**src/rtl/vcm_dac_pkg.sv**
```systemverilog
// Package: shared types for the voice-coil DAC serial control port.
// Assumes byte-oriented I2C transfers with 7-bit addressing.
package vcm_dac_pkg;

    // Protocol engine state encoding
    typedef enum logic [2:0] {
        ST_IDLE,
        ST_ADDR,
        ST_ADDR_ACK,
        ST_WR_BYTE,
        ST_WR_ACK,
        ST_RD_BYTE,
        ST_RD_ACK,
        ST_IGNORE
    } slv_state_e;

    localparam int unsigned BYTE_W = 8;

endpackage

```
**src/rtl/vcm_line_conditioner.sv**
```systemverilog
// Module: one bus line conditioner.
// Synchronises an asynchronous line into clk, then accepts a new level only
// after FILT_LEN consecutive agreeing samples. Idle level is high.
module vcm_line_conditioner #(
    parameter int unsigned SYNC_STAGES = 2,
    parameter int unsigned FILT_LEN    = 3
) (
    input  logic clk,
    input  logic rst_n,
    input  logic line_i,
    output logic level_o
);
    localparam int unsigned CNT_W = $clog2(FILT_LEN + 1);

    logic [SYNC_STAGES-1:0] sync_q;
    logic [CNT_W-1:0]       agree_cnt;
    logic                   level_q;
    logic                   synced;

    assign synced  = sync_q[SYNC_STAGES-1];
    assign level_o = level_q;

    // Synchroniser chain, reset to the bus idle level
    always_ff @(posedge clk) begin
        if (!rst_n) sync_q <= '1;
        else        sync_q <= {sync_q[SYNC_STAGES-2:0], line_i};
    end

    // Glitch filter: a level change must persist FILT_LEN samples
    always_ff @(posedge clk) begin
        if (!rst_n) begin
            level_q   <= 1'b1;
            agree_cnt <= '0;
        end else if (synced == level_q) begin
            agree_cnt <= '0;
        end else if (agree_cnt == CNT_W'(FILT_LEN - 1)) begin
            level_q   <= synced;
            agree_cnt <= '0;
        end else begin
            agree_cnt <= agree_cnt + 1'b1;
        end
    end
endmodule

```
**src/rtl/vcm_bus_sampler.sv**
```systemverilog
// Module: bus sampler.
// Conditions SCL and SDA and derives clock edges plus start/stop events.
// Assumes SDA only changes while SCL is low except for start and stop.
module vcm_bus_sampler #(
    parameter int unsigned SYNC_STAGES = 2,
    parameter int unsigned FILT_LEN    = 3
) (
    input  logic clk,
    input  logic rst_n,
    input  logic scl_i,
    input  logic sda_i,
    output logic scl_f,
    output logic sda_f,
    output logic scl_rise,
    output logic scl_fall,
    output logic start_ev,
    output logic stop_ev
);
    localparam int unsigned N_LINES = 2;

    logic [N_LINES-1:0] raw;
    logic [N_LINES-1:0] filt;
    logic               scl_prev, sda_prev;

    assign raw = {sda_i, scl_i};

    // One conditioner per bus line
    for (genvar g = 0; g < N_LINES; g++) begin : g_line
        vcm_line_conditioner #(
            .SYNC_STAGES(SYNC_STAGES),
            .FILT_LEN   (FILT_LEN)
        ) u_cond (
            .clk    (clk),
            .rst_n  (rst_n),
            .line_i (raw[g]),
            .level_o(filt[g])
        );
    end

    assign scl_f = filt[0];
    assign sda_f = filt[1];

    // Previous filtered levels for edge detection
    always_ff @(posedge clk) begin
        if (!rst_n) begin
            scl_prev <= 1'b1;
            sda_prev <= 1'b1;
        end else begin
            scl_prev <= scl_f;
            sda_prev <= sda_f;
        end
    end

    // Event decode from filtered levels
    always_comb begin
        scl_rise = scl_f & ~scl_prev;
        scl_fall = ~scl_f & scl_prev;
        start_ev = scl_f & scl_prev & sda_prev & ~sda_f;
        stop_ev  = scl_f & scl_prev & ~sda_prev & sda_f;
    end
endmodule

```
**src/rtl/vcm_slave_fsm.sv**
```systemverilog
// Module: I2C slave protocol engine.
// Matches the address (upper ADDR_HI_W bits only), acknowledges bytes,
// delivers write bytes, shifts read bytes out and drives SDA open-drain.
// Assumes conditioned SCL/SDA with single-cycle edge and start/stop pulses.
module vcm_slave_fsm
    import vcm_dac_pkg::*;
#(
    parameter int unsigned        REG_W     = 16,
    parameter int unsigned        ADDR_HI_W = 5,
    parameter logic [ADDR_HI_W-1:0] ADDR_HI = 5'b00011
) (
    input  logic             clk,
    input  logic             rst_n,
    input  logic             sda_f,
    input  logic             scl_rise,
    input  logic             scl_fall,
    input  logic             start_ev,
    input  logic             stop_ev,
    input  logic [REG_W-1:0] in_reg,
    output logic             sda_oe,
    output logic             wr_hi_en,
    output logic             wr_lo_en,
    output logic [BYTE_W-1:0] wr_byte,
    output logic             rd_clr,
    output slv_state_e       state
);
    localparam int unsigned BIT_CNT_W = $clog2(BYTE_W + 1);
    localparam int unsigned HI_LSB    = REG_W - BYTE_W;

    logic [BIT_CNT_W-1:0] bit_cnt;
    logic [BYTE_W-1:0]    shreg;
    logic                 rw_q;
    logic                 byte_idx;
    logic                 mst_ack;

    // Protocol sequencing, one step per conditioned bus event
    always_ff @(posedge clk) begin
        if (!rst_n) begin
            state    <= ST_IDLE;
            bit_cnt  <= '0;
            shreg    <= '0;
            rw_q     <= 1'b0;
            byte_idx <= 1'b0;
            mst_ack  <= 1'b0;
            sda_oe   <= 1'b0;
            wr_hi_en <= 1'b0;
            wr_lo_en <= 1'b0;
            wr_byte  <= '0;
            rd_clr   <= 1'b0;
        end else begin
            wr_hi_en <= 1'b0;
            wr_lo_en <= 1'b0;
            rd_clr   <= 1'b0;
            if (start_ev) begin
                state    <= ST_ADDR;
                bit_cnt  <= '0;
                byte_idx <= 1'b0;
                sda_oe   <= 1'b0;
            end else if (stop_ev) begin
                state  <= ST_IDLE;
                sda_oe <= 1'b0;
            end else begin
                unique case (state)
                    ST_ADDR, ST_WR_BYTE: begin
                        if (scl_rise) begin
                            shreg   <= {shreg[BYTE_W-2:0], sda_f};
                            bit_cnt <= bit_cnt + 1'b1;
                        end
                        if (scl_fall && bit_cnt == BIT_CNT_W'(BYTE_W)) begin
                            if (state == ST_ADDR) begin
                                if (shreg[BYTE_W-1 -: ADDR_HI_W] == ADDR_HI) begin
                                    rw_q   <= shreg[0];
                                    state  <= ST_ADDR_ACK;
                                    sda_oe <= 1'b1;
                                end else begin
                                    state <= ST_IGNORE;
                                end
                            end else begin
                                state    <= ST_WR_ACK;
                                sda_oe   <= 1'b1;
                                wr_byte  <= shreg;
                                wr_hi_en <= ~byte_idx;
                                wr_lo_en <= byte_idx;
                            end
                        end
                    end
                    ST_ADDR_ACK: begin
                        if (scl_fall) begin
                            bit_cnt <= '0;
                            if (rw_q) begin
                                state  <= ST_RD_BYTE;
                                shreg  <= in_reg[REG_W-1:HI_LSB];
                                sda_oe <= ~in_reg[REG_W-1];
                            end else begin
                                state  <= ST_WR_BYTE;
                                sda_oe <= 1'b0;
                            end
                        end
                    end
                    ST_WR_ACK: begin
                        if (scl_fall) begin
                            sda_oe  <= 1'b0;
                            bit_cnt <= '0;
                            if (!byte_idx) begin
                                byte_idx <= 1'b1;
                                state    <= ST_WR_BYTE;
                            end else begin
                                state <= ST_IGNORE;
                            end
                        end
                    end
                    ST_RD_BYTE: begin
                        if (scl_fall) begin
                            if (bit_cnt == BIT_CNT_W'(BYTE_W - 1)) begin
                                state   <= ST_RD_ACK;
                                sda_oe  <= 1'b0;
                                bit_cnt <= '0;
                            end else begin
                                shreg   <= {shreg[BYTE_W-2:0], 1'b0};
                                sda_oe  <= ~shreg[BYTE_W-2];
                                bit_cnt <= bit_cnt + 1'b1;
                            end
                        end
                    end
                    ST_RD_ACK: begin
                        if (scl_rise) mst_ack <= ~sda_f;
                        if (scl_fall) begin
                            if (byte_idx) begin
                                rd_clr <= 1'b1;
                                state  <= ST_IGNORE;
                            end else if (mst_ack) begin
                                byte_idx <= 1'b1;
                                shreg    <= in_reg[BYTE_W-1:0];
                                sda_oe   <= ~in_reg[BYTE_W-1];
                                state    <= ST_RD_BYTE;
                            end else begin
                                state <= ST_IGNORE;
                            end
                        end
                    end
                    default: ;
                endcase
            end
        end
    end
endmodule

```
**src/rtl/vcm_frame_reg.sv**
```systemverilog
// Module: holding register and DAC output register.
// The high byte is stored on its own; the DAC outputs load only together
// with the low byte. A read-complete pulse clears the holding register.
module vcm_frame_reg
    import vcm_dac_pkg::*;
#(
    parameter int unsigned REG_W    = 16,
    parameter int unsigned CODE_W   = 10,
    parameter int unsigned CODE_LSB = 4,
    parameter int unsigned PD_BIT   = 15
) (
    input  logic              clk,
    input  logic              rst_n,
    input  logic              wr_hi_en,
    input  logic              wr_lo_en,
    input  logic [BYTE_W-1:0] wr_byte,
    input  logic              rd_clr,
    output logic [REG_W-1:0]  in_reg,
    output logic [CODE_W-1:0] dac_code,
    output logic              pwr_down
);
    localparam int unsigned HI_LSB = REG_W - BYTE_W;

    logic [REG_W-1:0] full_frame;

    assign full_frame = {in_reg[REG_W-1:HI_LSB], wr_byte};

    // Holding register: byte loads and read-complete clear
    always_ff @(posedge clk) begin
        if (!rst_n)        in_reg <= '0;
        else if (rd_clr)   in_reg <= '0;
        else if (wr_hi_en) in_reg[REG_W-1:HI_LSB] <= wr_byte;
        else if (wr_lo_en) in_reg[BYTE_W-1:0] <= wr_byte;
    end

    // DAC register: loaded only when the frame's last byte lands
    always_ff @(posedge clk) begin
        if (!rst_n) begin
            dac_code <= '0;
            pwr_down <= 1'b0;
        end else if (wr_lo_en) begin
            dac_code <= full_frame[CODE_LSB +: CODE_W];
            pwr_down <= full_frame[PD_BIT];
        end
    end
endmodule

```
**src/rtl/vcm_dac_i2c_slave.sv**
```systemverilog
// Module: top of the voice-coil DAC serial control port.
// Conditions the bus, runs the slave protocol and holds the DAC frame.
// Assumes clk is at least 16x the SCL rate; SDA is driven open-drain.
module vcm_dac_i2c_slave
    import vcm_dac_pkg::*;
#(
    parameter int unsigned          REG_W       = 16,
    parameter int unsigned          CODE_W      = 10,
    parameter int unsigned          CODE_LSB    = 4,
    parameter int unsigned          PD_BIT      = 15,
    parameter int unsigned          ADDR_HI_W   = 5,
    parameter logic [ADDR_HI_W-1:0] ADDR_HI     = 5'b00011,
    parameter int unsigned          SYNC_STAGES = 2,
    parameter int unsigned          FILT_LEN    = 3
) (
    input  logic              clk,
    input  logic              rst_n,
    input  logic              scl_i,
    input  logic              sda_i,
    output logic              sda_oe,
    output logic [CODE_W-1:0] dac_code,
    output logic              pwr_down
);
    logic              scl_f, sda_f, scl_rise, scl_fall, start_ev, stop_ev;
    logic              wr_hi_en, wr_lo_en, rd_clr;
    logic [BYTE_W-1:0] wr_byte;
    logic [REG_W-1:0]  in_reg_w;
    slv_state_e        fsm_state;

    vcm_bus_sampler #(
        .SYNC_STAGES(SYNC_STAGES),
        .FILT_LEN   (FILT_LEN)
    ) u_sampler (
        .clk     (clk),
        .rst_n   (rst_n),
        .scl_i   (scl_i),
        .sda_i   (sda_i),
        .scl_f   (scl_f),
        .sda_f   (sda_f),
        .scl_rise(scl_rise),
        .scl_fall(scl_fall),
        .start_ev(start_ev),
        .stop_ev (stop_ev)
    );

    vcm_slave_fsm #(
        .REG_W    (REG_W),
        .ADDR_HI_W(ADDR_HI_W),
        .ADDR_HI  (ADDR_HI)
    ) u_fsm (
        .clk     (clk),
        .rst_n   (rst_n),
        .sda_f   (sda_f),
        .scl_rise(scl_rise),
        .scl_fall(scl_fall),
        .start_ev(start_ev),
        .stop_ev (stop_ev),
        .in_reg  (in_reg_w),
        .sda_oe  (sda_oe),
        .wr_hi_en(wr_hi_en),
        .wr_lo_en(wr_lo_en),
        .wr_byte (wr_byte),
        .rd_clr  (rd_clr),
        .state   (fsm_state)
    );

    vcm_frame_reg #(
        .REG_W   (REG_W),
        .CODE_W  (CODE_W),
        .CODE_LSB(CODE_LSB),
        .PD_BIT  (PD_BIT)
    ) u_frame (
        .clk     (clk),
        .rst_n   (rst_n),
        .wr_hi_en(wr_hi_en),
        .wr_lo_en(wr_lo_en),
        .wr_byte (wr_byte),
        .rd_clr  (rd_clr),
        .in_reg  (in_reg_w),
        .dac_code(dac_code),
        .pwr_down(pwr_down)
    );
endmodule

```
**config.mk**
```make
export PLATFORM = sky130hd
export DESIGN_NAME = vcm_dac_i2c_slave
export DESIGN_NICKNAME = d
export VERILOG_FILES = /design/src/rtl/vcm_dac_pkg.sv /design/src/rtl/vcm_line_conditioner.sv /design/src/rtl/vcm_bus_sampler.sv /design/src/rtl/vcm_slave_fsm.sv /design/src/rtl/vcm_frame_reg.sv /design/src/rtl/vcm_dac_i2c_slave.sv
export SDC_FILE = /design/constraint.sdc
export NUM_CORES = 1
export LEC_CHECK = 0
export BUFFER_PORTS_ARGS = -buffer_cell sky130_fd_sc_hd__buf_4
export CELL_PAD_IN_SITES_DETAIL_PLACEMENT = 2
export CELL_PAD_IN_SITES_GLOBAL_PLACEMENT = 2
export CORE_ASPECT_RATIO = 1.75
export CORE_MARGIN = 8
export CORE_UTILIZATION = 30
export CTS_BUF_LIST = sky130_fd_sc_hd__clkbuf_8
export CTS_CLUSTER_DIAMETER = 120
export DETAILED_ROUTE_END_ITERATION = 16
export PLACE_DENSITY = 0.72
export SLEW_MARGIN = 5
export SYNTH_ARGS = -nofsm -noshare
export SYNTH_HDL_FRONTEND = slang
export SYNTH_SLANG_ARGS = --single-unit
```
**constraint.sdc**
```tcl
create_clock -name clk -period 1.9 [get_ports clk]
set_input_delay 0.095 -clock clk [delete_from_list [all_inputs] [get_ports clk]]
set_output_delay 0.095 -clock clk [all_outputs]
set_load 0.05 [all_outputs]
```
==> summary.txt, run 1 <==
Status = finished, final reports clean
Design Area, Final = 0.00374 mm²
Cell taking the most area after synthesis = dfxtp_1
First-pass GRT wire length = 14800 µm
# DRC = 0
Post-synthesis average cell area = 9.49 µm²
Post-Syn Area = 0.00316 mm²
Worst slew margin = 53.5%
Total number of vias = 2552
Worst-Margin Slew = 0.697 ns
Slowest CP cell = dfxtp_1
Worst hold path class = reg2reg
Static Leak = 1.45 nW
Skew final = 0.00816 ns
Setup-failing EPs final = 0
Worst-path fanout max = 12
Clock Path Buffers = 2
Unrepaired setup endpoints after global routing = false
Min cycle time layout = 1.84 ns
Hold_sp = u_sampler.g_line[1].u_cond.agree_cnt[0]
Nets = 368
Endpoint class of the critical path = flip-flop
Area delta synth->final = 18.4%
RR Startpoint = u_fsm.state[0]
Final Max Tran Viols = 0
EDFF count, synth = 0
Placed cell area = 0.00348 mm²
DIE WIDTH = 93.6 µm
Most used DFF post-synth = dfxtp_1
CORE AREA = 0.0103 mm²
Largest net degree at the start of global routing = 22
Max reg flops = 16
Clock latency on the worst-skew pair = 0.35 ns
Most common cell after layout, fill and taps aside = dfxtp_1
Crit path DAT = 2.08 ns
Placer congestion estimate = 0.816
Antenna cells = 0
DR WL/cell = 18.7 µm
H-tree levels = 3
Buffers & Inverters on Critical Path = 1
Synth Net Count = 341
Number of antenna violations at the first check in global routing = 0
Final Hold Vio Count = 0
Delay-heaviest family, CP = simple AND/OR/NAND/NOR gates
Post-route ant nets = 0
DP HPWL = 6660 µm
Worst path max stage delay = 0.56 ns
Setup_tns = 0 ns
Crit path cell chain = nor2b_1, and4bb_2, buf_12, mux2i_1, nor2_1
Global route overflow = 0
F_max = 543 MHz
Initial DRC count = 68
Peak VDD IR = 0.482 mV
CTS Buf Count = 9
Crit path from = u_fsm.state[0]
Sequential fraction of the synthesis area = 43.7%
Hold WS = 0.419 ns
# Max-Cap Violations = 0
CTS Sinks = 69
Root Buffer = clkbuf_8
DR vias/cell = 5.19
Largest cells by area after synthesis = dfxtp_1, mux2i_1, nor2_1
IO buf count = 15
Share of cells above drive strength 1 = 19.7%
Flop and latch count out of synthesis = 69
Total GRT Usage = 13.8%
Period utilization = 96.9%
Share of the synthesized area in the top cell type = 43.7%
Die height = 152 µm
Final wirelength = 9210 µm
Initial Utilization = 30.7%
DR pass1 iterations = 4
FP Rows = 49
Fillers = 1148
Critical path type = reg2reg
Die footprint = 0.0142 mm²
Startpoint Class = flip-flop
TritonCTS clock tree = built
Ys Warns = 0
Clock slew at the register clock pins of the worst setup and hold paths = 0.07 ns
Top-Level Pins = 16
Vias in the first global route = 2873
CP required = 2.13 ns
PwrDens = 717 mW/mm²
Synth async-reset ratio = 0%
Count of cell types in the netlist = 55
Commonest cells after routing, fill and taps aside = dfxtp_1, mux2i_1, nor2_1
Syn Inst Count = 333
-- cell usage after synthesis, drive strengths merged (2+ instances only) --
master and instances:
xnor2 4, o22ai 2, nor2 47, a21oi 8
inv 10, or3 3, buf 11, dfxtp 69
nand4b 4, nor3 2, clkbuf 13, o211ai 9
nor2b 4, o21ai 6, ha 4, nand3 4
o31ai 2, nand2b 12, nand2 24, or4b 2
or4 3, and3b 3, nand4 2, and4bb 4
mux2i 55, o21ba 2, and3 2
-- layout make-up --
cell class                      instances  area (µm²)  share of cell area (%)
Multi-Input combinational cell        230        1650                    44.0
Sequential cell                        69        1390                    37.1
Timing Repair Buffer                   40         320                    8.56
Tap cell                              127         159                    4.24
Clock buffer                            9         124                    3.31
Clock inverter                          7        67.6                    1.80
Inverter                               10        37.5                    1.00
-- timing repair --
| action | 4_1_cts | 5_1_grt |
|---|---|---|
| cloned | 0 | 0 |
| hold buffers | 3 | 0 |
| resized for setup | 1 | 8 |
| endpoints found under the setup margin | 1 | 6 |
| hold endpoints to repair | 4 | 0 |
| setup buffers | 0 | 2 |
| pin swaps | 0 | 1 |
-- per-stage QoR --
| stage | worst slack [ns] | instances | utilization [%] | power (mW) |
|---|---|---|---|---|
| global route | 0.0101 | 492 | 36.3 | 2.78 |
| finish | 0.0595 | 492 | 36.3 | 2.69 |
| global placement | 0.117 | 471 | 33.8 | 1.54 |
| CTS | 0.0144 | 490 | 36.1 | 2.74 |
| detailed placement | 0.0426 | 471 | 33.8 | 1.54 |
| floorplan | 0.206 | 333 | - | 1.52 |
-- final timing paths --
path                                                                 to  slack (ns)  cells past startpoint
worst max-delay path                                   u_fsm.wr_byte[1]        0.06                      5
worst min-delay path            u_sampler.g_line[1].u_cond.agree_cnt[0]        0.42                      1
worst max register to register                         u_fsm.wr_byte[1]        0.06                      5
worst min register to register  u_sampler.g_line[1].u_cond.agree_cnt[0]        0.42                      1
-- metal layers --
| layer | vias to the layer above | part of all wire (%) | track usage [%] |
|---|---|---|---|
| met3 | 19 | 1.8 | 2.61 |
| met5 | - | 0 | 0 |
| met4 | 0 | 3.4 | 8.06 |
| met2 | 31 | 58 | 27.5 |
| li1 | 1219 | - | - |
| met1 | 1283 | 36 | 12.4 |
-- logic make-up after synthesis --
family          after synthesis  synth area share, %
compound gates               44                 10.2
xor+xnor                      5                 1.39
fa+ha+maj                     4                 1.58
buf+inv                      34                 4.71
flops                        69                 43.7
mux                          55                 17.4
simple gates                122                 21.0
-- power by group --
part	switching, mW	internal (mW)	total, mW
Clock	0.577	0.598	1.18
Combinational	0.0373	0.0192	0.0565
Sequential	0.00339	1.45	1.45
Power figures use the tool's default switching activity.
==> run 2: changes to the inputs <==
Settings changed: PLACE_DENSITY 0.72 to 0.73, SYNTH_HIERARCHICAL set to 1.
==> summary.txt, run 2 <==
R2r endpoint = u_fsm/wr_byte[0]
Count of cell types in the netlist = 47 (-15%)
Cell taking the most area after synthesis = dfxtp_1
Die footprint = 0.0139 mm² (-2.3%)
Endpoint class of the critical path = flip-flop
Vias in the first global route = 2928 (+1.9%)
Delay-heaviest family, CP = simple AND/OR/NAND/NOR gates
Nets = 381 (+3.5%)
Commonest cells after routing, fill and taps aside = dfxtp_1, buf_4, nand2_1
Met1 WL = 3450 µm (+3.4%)
Hold Path End = u_frame/dac_code[3]
RR Startpoint = u_sampler/g_line[0].u_cond/level_o
Initial Utilization = 30.4% (-0.27 points)
Unrepaired setup endpoints after global routing = true
Adder-Cell Fraction of Synth Area = 1.63% (+0.043 points)
Startpoint Class = flip-flop
Total GRT Usage = 14.5% (+0.68 points)
Hold WS = 0.0975 ns (-0.321 ns)
XOR/XNOR Fraction of Synth Area = 1.14% (-0.25 points)
H-tree levels = 3 (unchanged)
Hold Path Cell Cnt = 2 (+1)
Most used DFF post-synth = dfxtp_1
Initial DRC count = 68 (unchanged)
Main combinational cell family by area after synthesis = simple AND/OR/NAND/NOR gates
Buffers & Inverters on Critical Path = 2 (+1)
DR vias/cell = 5.09 (-1.8%)
CORE AREA = 0.0101 mm² (-1.8%)
R2r setup slk = 0.05 ns (about the same)
TritonCTS clock tree = built
Share of the synthesized area in the top cell type = 44.9% (+1.2 points)
Post-synth top cells = dfxtp_1, nand2_1, mux2i_1
Placed cell area = 0.00349 mm² (+0.32%)
Placer congestion estimate = 0.815 (-0.16%)
Period utilization = 97.6% (+0.71 points)
Max reg flops = 16 (unchanged)
Die height = 150 µm (-1.2%)
Crit path DAT = 2.11 ns (+0.03 ns)
Clock latency on the worst-skew pair = 0.36 ns (about the same)
Mux cell area share after synthesis = 12.7% (-4.7 points)
Critical path type = reg2reg
Post-route ant nets = 0 (unchanged)
Worst slew margin = 50.1% (-3.4 points)
Worst path max stage delay = 0.37 ns (-0.19 ns)
Most common cell in the netlist = dfxtp_1
Design Area, Final = 0.00388 mm² (+3.7%)
Hold_sp = rst_n
Number of antenna violations at the first check in global routing = 0 (unchanged)
Clock Path Buffers = 2 (unchanged)
First-pass GRT wire length = 15200 µm (+3.0%)
DR pass1 iterations = 4 (unchanged)
Slowest CP cell = dfxtp_1
DR WL/cell = 18.6 µm (-0.52%)
Sequential fraction of the synthesis area = 44.9% (+1.2 points)
PwrDens = 806 mW/mm² (+12%)
# DRC = 0 (unchanged)
FP Rows = 49 (unchanged)
Final Max Tran Viols = 0 (unchanged)
Most common cell after layout, fill and taps aside = dfxtp_1
Wire length on met2 = 5320 µm (-1.3%)
Skew final = 0.0124 ns (+0.00421 ns)
Met3 wire length = 238 µm (+41%)
Simple-Gate Fraction of Synth Area = 23.0% (+2.0 points)
EDFF count, synth = 0 (unchanged)
Share of cells above drive strength 1 = 22.8% (+3.0 points)
# Max-Cap Violations = 0 (unchanged)
Largest net degree at the start of global routing = 24 (+9.1%)
Syn Inst Count = 329 (-1.2%)
Ys Warns = 6 (+6)
Largest cells by area after synthesis = dfxtp_1, mux2i_1, nor2b_1
Crit path cell chain = and4b_1, buf_4, nor3_2, and4_4, buf_12, mux2i_1, nor2b_1
Peak VDD IR = 0.488 mV (+1.2%)
Min cycle time layout = 1.85 ns (+0.0135 ns)
IO buf count = 15 (unchanged)
Top-Level Pins = 16 (unchanged)
Top Layer Used = met4
DP HPWL = 6880 µm (+3.2%)
Synth async-reset ratio = 0% (unchanged)
Static Leak = 1.39 nW (-4.0%)
CTS Buf Count = 9 (unchanged)
Root Buffer = clkbuf_8
Worst hold path class = in2reg
Worst-Margin Slew = 0.748 ns (+0.0505 ns)
DIE WIDTH = 92.6 µm (-1.1%)
Final Hold Vio Count = 0 (unchanged)
Synth Net Count = 337 (-1.2%)
F_max = 539 MHz (-0.73%)
Antenna cells = 0 (unchanged)
Worst-path fanout max = 10 (-2)
Reg2Reg Depth = 7 (+2)
Post-synthesis average cell area = 9.35 µm² (-1.5%)
Global route overflow = 0 (unchanged)
Post-Syn Area = 0.00308 mm² (-2.7%)
Final wirelength = 9410 µm (+2.1%)
Compound-gate portion of the synthesized area = 12.0% (+1.8 points)
Setup-failing EPs final = 0 (unchanged)
Status = finished, final reports clean
Total number of vias = 2571 (+0.74%)
Flop and latch count out of synthesis = 69 (unchanged)
CP required = 2.16 ns (+0.03 ns)
CTS Sinks = 69 (unchanged)
Clock slew at the register clock pins of the worst setup and hold paths = 0.09 ns (+0.02 ns)
Area delta synth->final = 26.2%
Layout Utilization = 38.4% (+2.0 points)
[run 2: changes by cell type in the layout (fill, tap and decap cells not counted), sizes merged, moves of 6 or more]
cell	delta
buf	+13
nand2	+21
a21oi	+7
nor2	-27
o2111ai	+7
o211ai	-6
mux2i	-16
nor2b	+25
[run 2: how the worst max path moves through the flow]
stage                                             from          endpoint  slack (ns)  cells past startpoint
floorplan                           u_sampler/scl_prev    u_fsm/state[2]        0.12                      6
finish              u_sampler/g_line[0].u_cond/level_o  u_fsm/wr_byte[0]        0.05                      7
detailed placement                  u_sampler/scl_prev    u_fsm/shreg[0]       -0.28                      6
global route                        u_sampler/scl_prev    u_fsm/state[2]       -0.07                      6
CTS                                   u_fsm/bit_cnt[0]    u_fsm/state[1]        0.01                      9
global placement                    u_sampler/scl_prev    u_fsm/shreg[0]       -0.12                      6
[run 2: cell type report]
cell class	count	area, µm²
Clock inverter	7	145
Timing Repair Buffer	52	424
Fill cell	1125	6230
Multi-Input combinational cell	233	1610
Clock buffer	9	124
Tap cell	127	159
Sequential cell	69	1390
Inverter	8	30.0
[run 2: per-stage QoR]
stage,power (mW),cells,worst slack [ns],setup TNS [ns]
after floorplan,1.52,329,0.124,0
after global placement,1.54,485,-0.119,-0.794
after detailed placement,1.54,485,-0.283,-3.06
after CTS,3.18,504,0.0102,0
after global routing,3.25,505,-0.0738,-0.164
final,3.13,505,0.0461,0
[run 2: repair_timing]
item / 4_1_cts / 5_1_grt
pin swaps: 6 / 6
setup endpoints to repair: 24 / 9
hold buffers: 2 / 0
gates resized for setup: 15 / 7
buffers inserted: 2 / 2
hold endpoints to repair: 2 / 0
[run 2: cell families after synthesis]
kind of cell	Yosys count
mux	39
simple gates	133
buf+inv	27
xor+xnor	4
fa+ha+maj	4
flops	69
compound gates	53
[run 2: metal layers]
layer	GRT usage, %	up-vias
li1	-	1225
met1	12.9	1286
met2	28.2	37
met3	3.62	23
met4	8.92	0
met5	0	-
[run 2: report_power, final]
group	leakage [nW]	total, mW	internal, mW	switching [mW]
clock network	0.130	1.62	1.01	0.610
registers	0.558	1.45	1.45	0.00229
logic	0.702	0.0586	0.0255	0.0331
total	1.39	3.13	2.49	0.646
==> run 3: changes to the inputs <==
Settings changed: PLACE_DENSITY 0.73 to 0.65.
==> summary.txt, run 3 (same netlist as run 2, synthesis figures left out) <==
Reg2Reg Depth = 8 (+1)
Int Pwr = 2.38 mW (-4.2%)
CP required = 2.15 ns (about the same)
Hold WS = 0.120 ns (+0.0227 ns)
Total number of vias = 2531 (-1.6%)
Hold Path Cell Cnt = 2 (unchanged)
Skew final = 0.00507 ns (-0.00730 ns)
Worst slew margin = 50.5% (+0.34 points)
CTS Sinks = 69 (unchanged)
Number of antenna violations at the first check in global routing = 0 (unchanged)
DR WL/cell = 18.1 µm (-2.7%)
F_max = 547 MHz (+1.4%)
Area delta synth->final = 26.8%
Hold_sp = rst_n
Share of cells above drive strength 1 = 23.0% (+0.23 points)
Final Hold Vio Count = 0 (unchanged)
R2r endpoint = u_fsm/state[2]
PwrDens = 769 mW/mm² (-4.6%)
Setup-failing EPs final = 0 (unchanged)
Period utilization = 96.3% (-1.3 points)
RR Startpoint = u_fsm/bit_cnt[0]
Initial Utilization = 30.4% (unchanged)
Total GRT Usage = 14.1% (-0.44 points)
Die footprint = 0.0139 mm² (unchanged)
R2r setup slk = 0.07 ns (+0.03 ns)
Root Buffer = clkbuf_8
Crit path DAT = 2.08 ns (-0.03 ns)
DP HPWL = 6860 µm (-0.32%)
Global route overflow = 0 (unchanged)
First-pass GRT wire length = 14900 µm (-2.3%)
Die height = 150 µm (unchanged)
Top-Level Pins = 16 (unchanged)
# DRC = 0 (unchanged)
H-tree levels = 3 (unchanged)
Setup_tns = 0 ns (unchanged)
Startpoint Class = flip-flop
Min cycle time layout = 1.83 ns (-0.0250 ns)
Vias in the first global route = 2822 (-3.6%)
Critical path type = reg2reg
Final wirelength = 9240 µm (-1.7%)
Sequential power share = 48.4% (+2.0 points)
Sw Share = 20.6% (+0.033 points)
DR pass1 iterations = 4 (unchanged)
# Max-Cap Violations = 0 (unchanged)
Post-route ant nets = 0 (unchanged)
Worst hold path class = in2reg
CORE AREA = 0.0101 mm² (unchanged)
Static Leak = 1.41 nW (+1.5%)
Placer congestion estimate = 0.866 (+6.2%)
DR vias/cell = 4.96 (-2.5%)
Worst-Margin Slew = 0.743 ns (-0.00507 ns)
FP Rows = 49 (unchanged)
Unrepaired setup endpoints after global routing = true
NetSw = 620 µW (-4.0%)
Clock latency on the worst-skew pair = 0.35 ns (about the same)
DIE WIDTH = 92.6 µm (unchanged)
Logic pwr share = 1.9% (about the same)
Nets = 386 (+1.3%)
Power consumption = 3.00 mW (-4.2%)
Peak VDD IR = 0.478 mV (-2.1%)
Final Max Tran Viols = 0 (unchanged)
Clock Path Buffers = 2 (unchanged)
Clock share of power = 49.7% (-2.1 points)
Worst-path fanout max = 3 (-7)
Hold Path End = u_fsm/state[0]
Endpoint class of the critical path = flip-flop
Status = finished, final reports clean
Commonest cells after routing, fill and taps aside = dfxtp_1, buf_4, nand2_1
IO buf count = 15 (unchanged)
Largest net degree at the start of global routing = 31 (+29%)
Most common cell after layout, fill and taps aside = dfxtp_1
Initial DRC count = 95 (+40%)
CTS Buf Count = 9 (unchanged)
Max reg flops = 16 (unchanged)
Antenna cells = 0 (unchanged)
Clock slew at the register clock pins of the worst setup and hold paths = 0.08 ns (about the same)
TritonCTS clock tree = built
[run 3: cell types whose count changed in the layout (fill, tap and decap cells not counted), sizes merged]
cell and change:
bufinv -1, inv +1, clkbuf +1, buf +5, clkinv -1
[run 3: cell type report]
cell class / instances / area [µm²]
fillers: 1124 / 6210
multi-input cells: 233 / 1610
flip-flops and latches: 69 / 1390
repair buffers: 57 / 462
well taps: 127 / 159
clock buffers: 10 / 138
clock inverters: 6 / 110
inverters: 8 / 35.0
[run 3: through the flow]
step	instance area, µm²	utilization [%]	setup WS, ns	std cells
floorplan	3080	-	0.124	329
global placement	3500	34.6	-0.144	486
detailed placement	3500	34.6	-0.217	486
CTS	3830	37.8	0.00603	504
global route	3900	38.6	-0.0458	510
finish	3900	38.6	0.0711	510
[run 3: power by group through the flow]
stage	clock (mW)	combinational (mW)	sequential [mW]
after floorplan	0	0.0314	1.49
after global placement	0	0.0535	1.49
after detailed placement	0	0.0552	1.49
after CTS	1.54	0.0585	1.45
after global routing	1.61	0.0627	1.45
final	1.49	0.0563	1.45
[run 3: critical path, cell delays in order (launching register included)]
cell	delay [ns]
dfxtp_2	0.33
buf_6	0.12
inv_4	0.05
ha_4	0.11
nand4b_1	0.15
or3b_4	0.43
a21boi_4	0.16
o211ai_1	0.12
a311oi_1	0.27
[run 3: metal layers]
metal	GRT usage [%]	wire [µm]	vias up
met5	0	0	-
met4	6.00	210	0
met3	2.91	146	13
met2	28.5	5560	21
li1	-	-	1234
met1	12.8	3330	1263
[run 3: worst max-delay path by stage]
stage	start	slack (ns)	end
final	u_fsm/bit_cnt[0]	0.07	u_fsm/state[2]
after global placement	u_sampler/scl_prev	-0.14	u_fsm/shreg[0]
after global routing	u_sampler/scl_prev	-0.05	u_fsm/state[2]
after CTS	u_fsm/bit_cnt[0]	0.006	u_fsm/state[2]
after floorplan	u_sampler/scl_prev	0.12	u_fsm/state[2]
after detailed placement	u_sampler/scl_prev	-0.22	u_fsm/shreg[0]
[run 3: what timing repair did]
| action | in CTS | in global routing |
|---|---|---|
| endpoints found under the setup margin | 24 | 20 |
| hold endpoints to repair | 2 | 0 |
| buffers inserted | 1 | 7 |
| gates resized for setup | 16 | 7 |
| hold buffers | 2 | 0 |
| pin swaps | 6 | 7 |
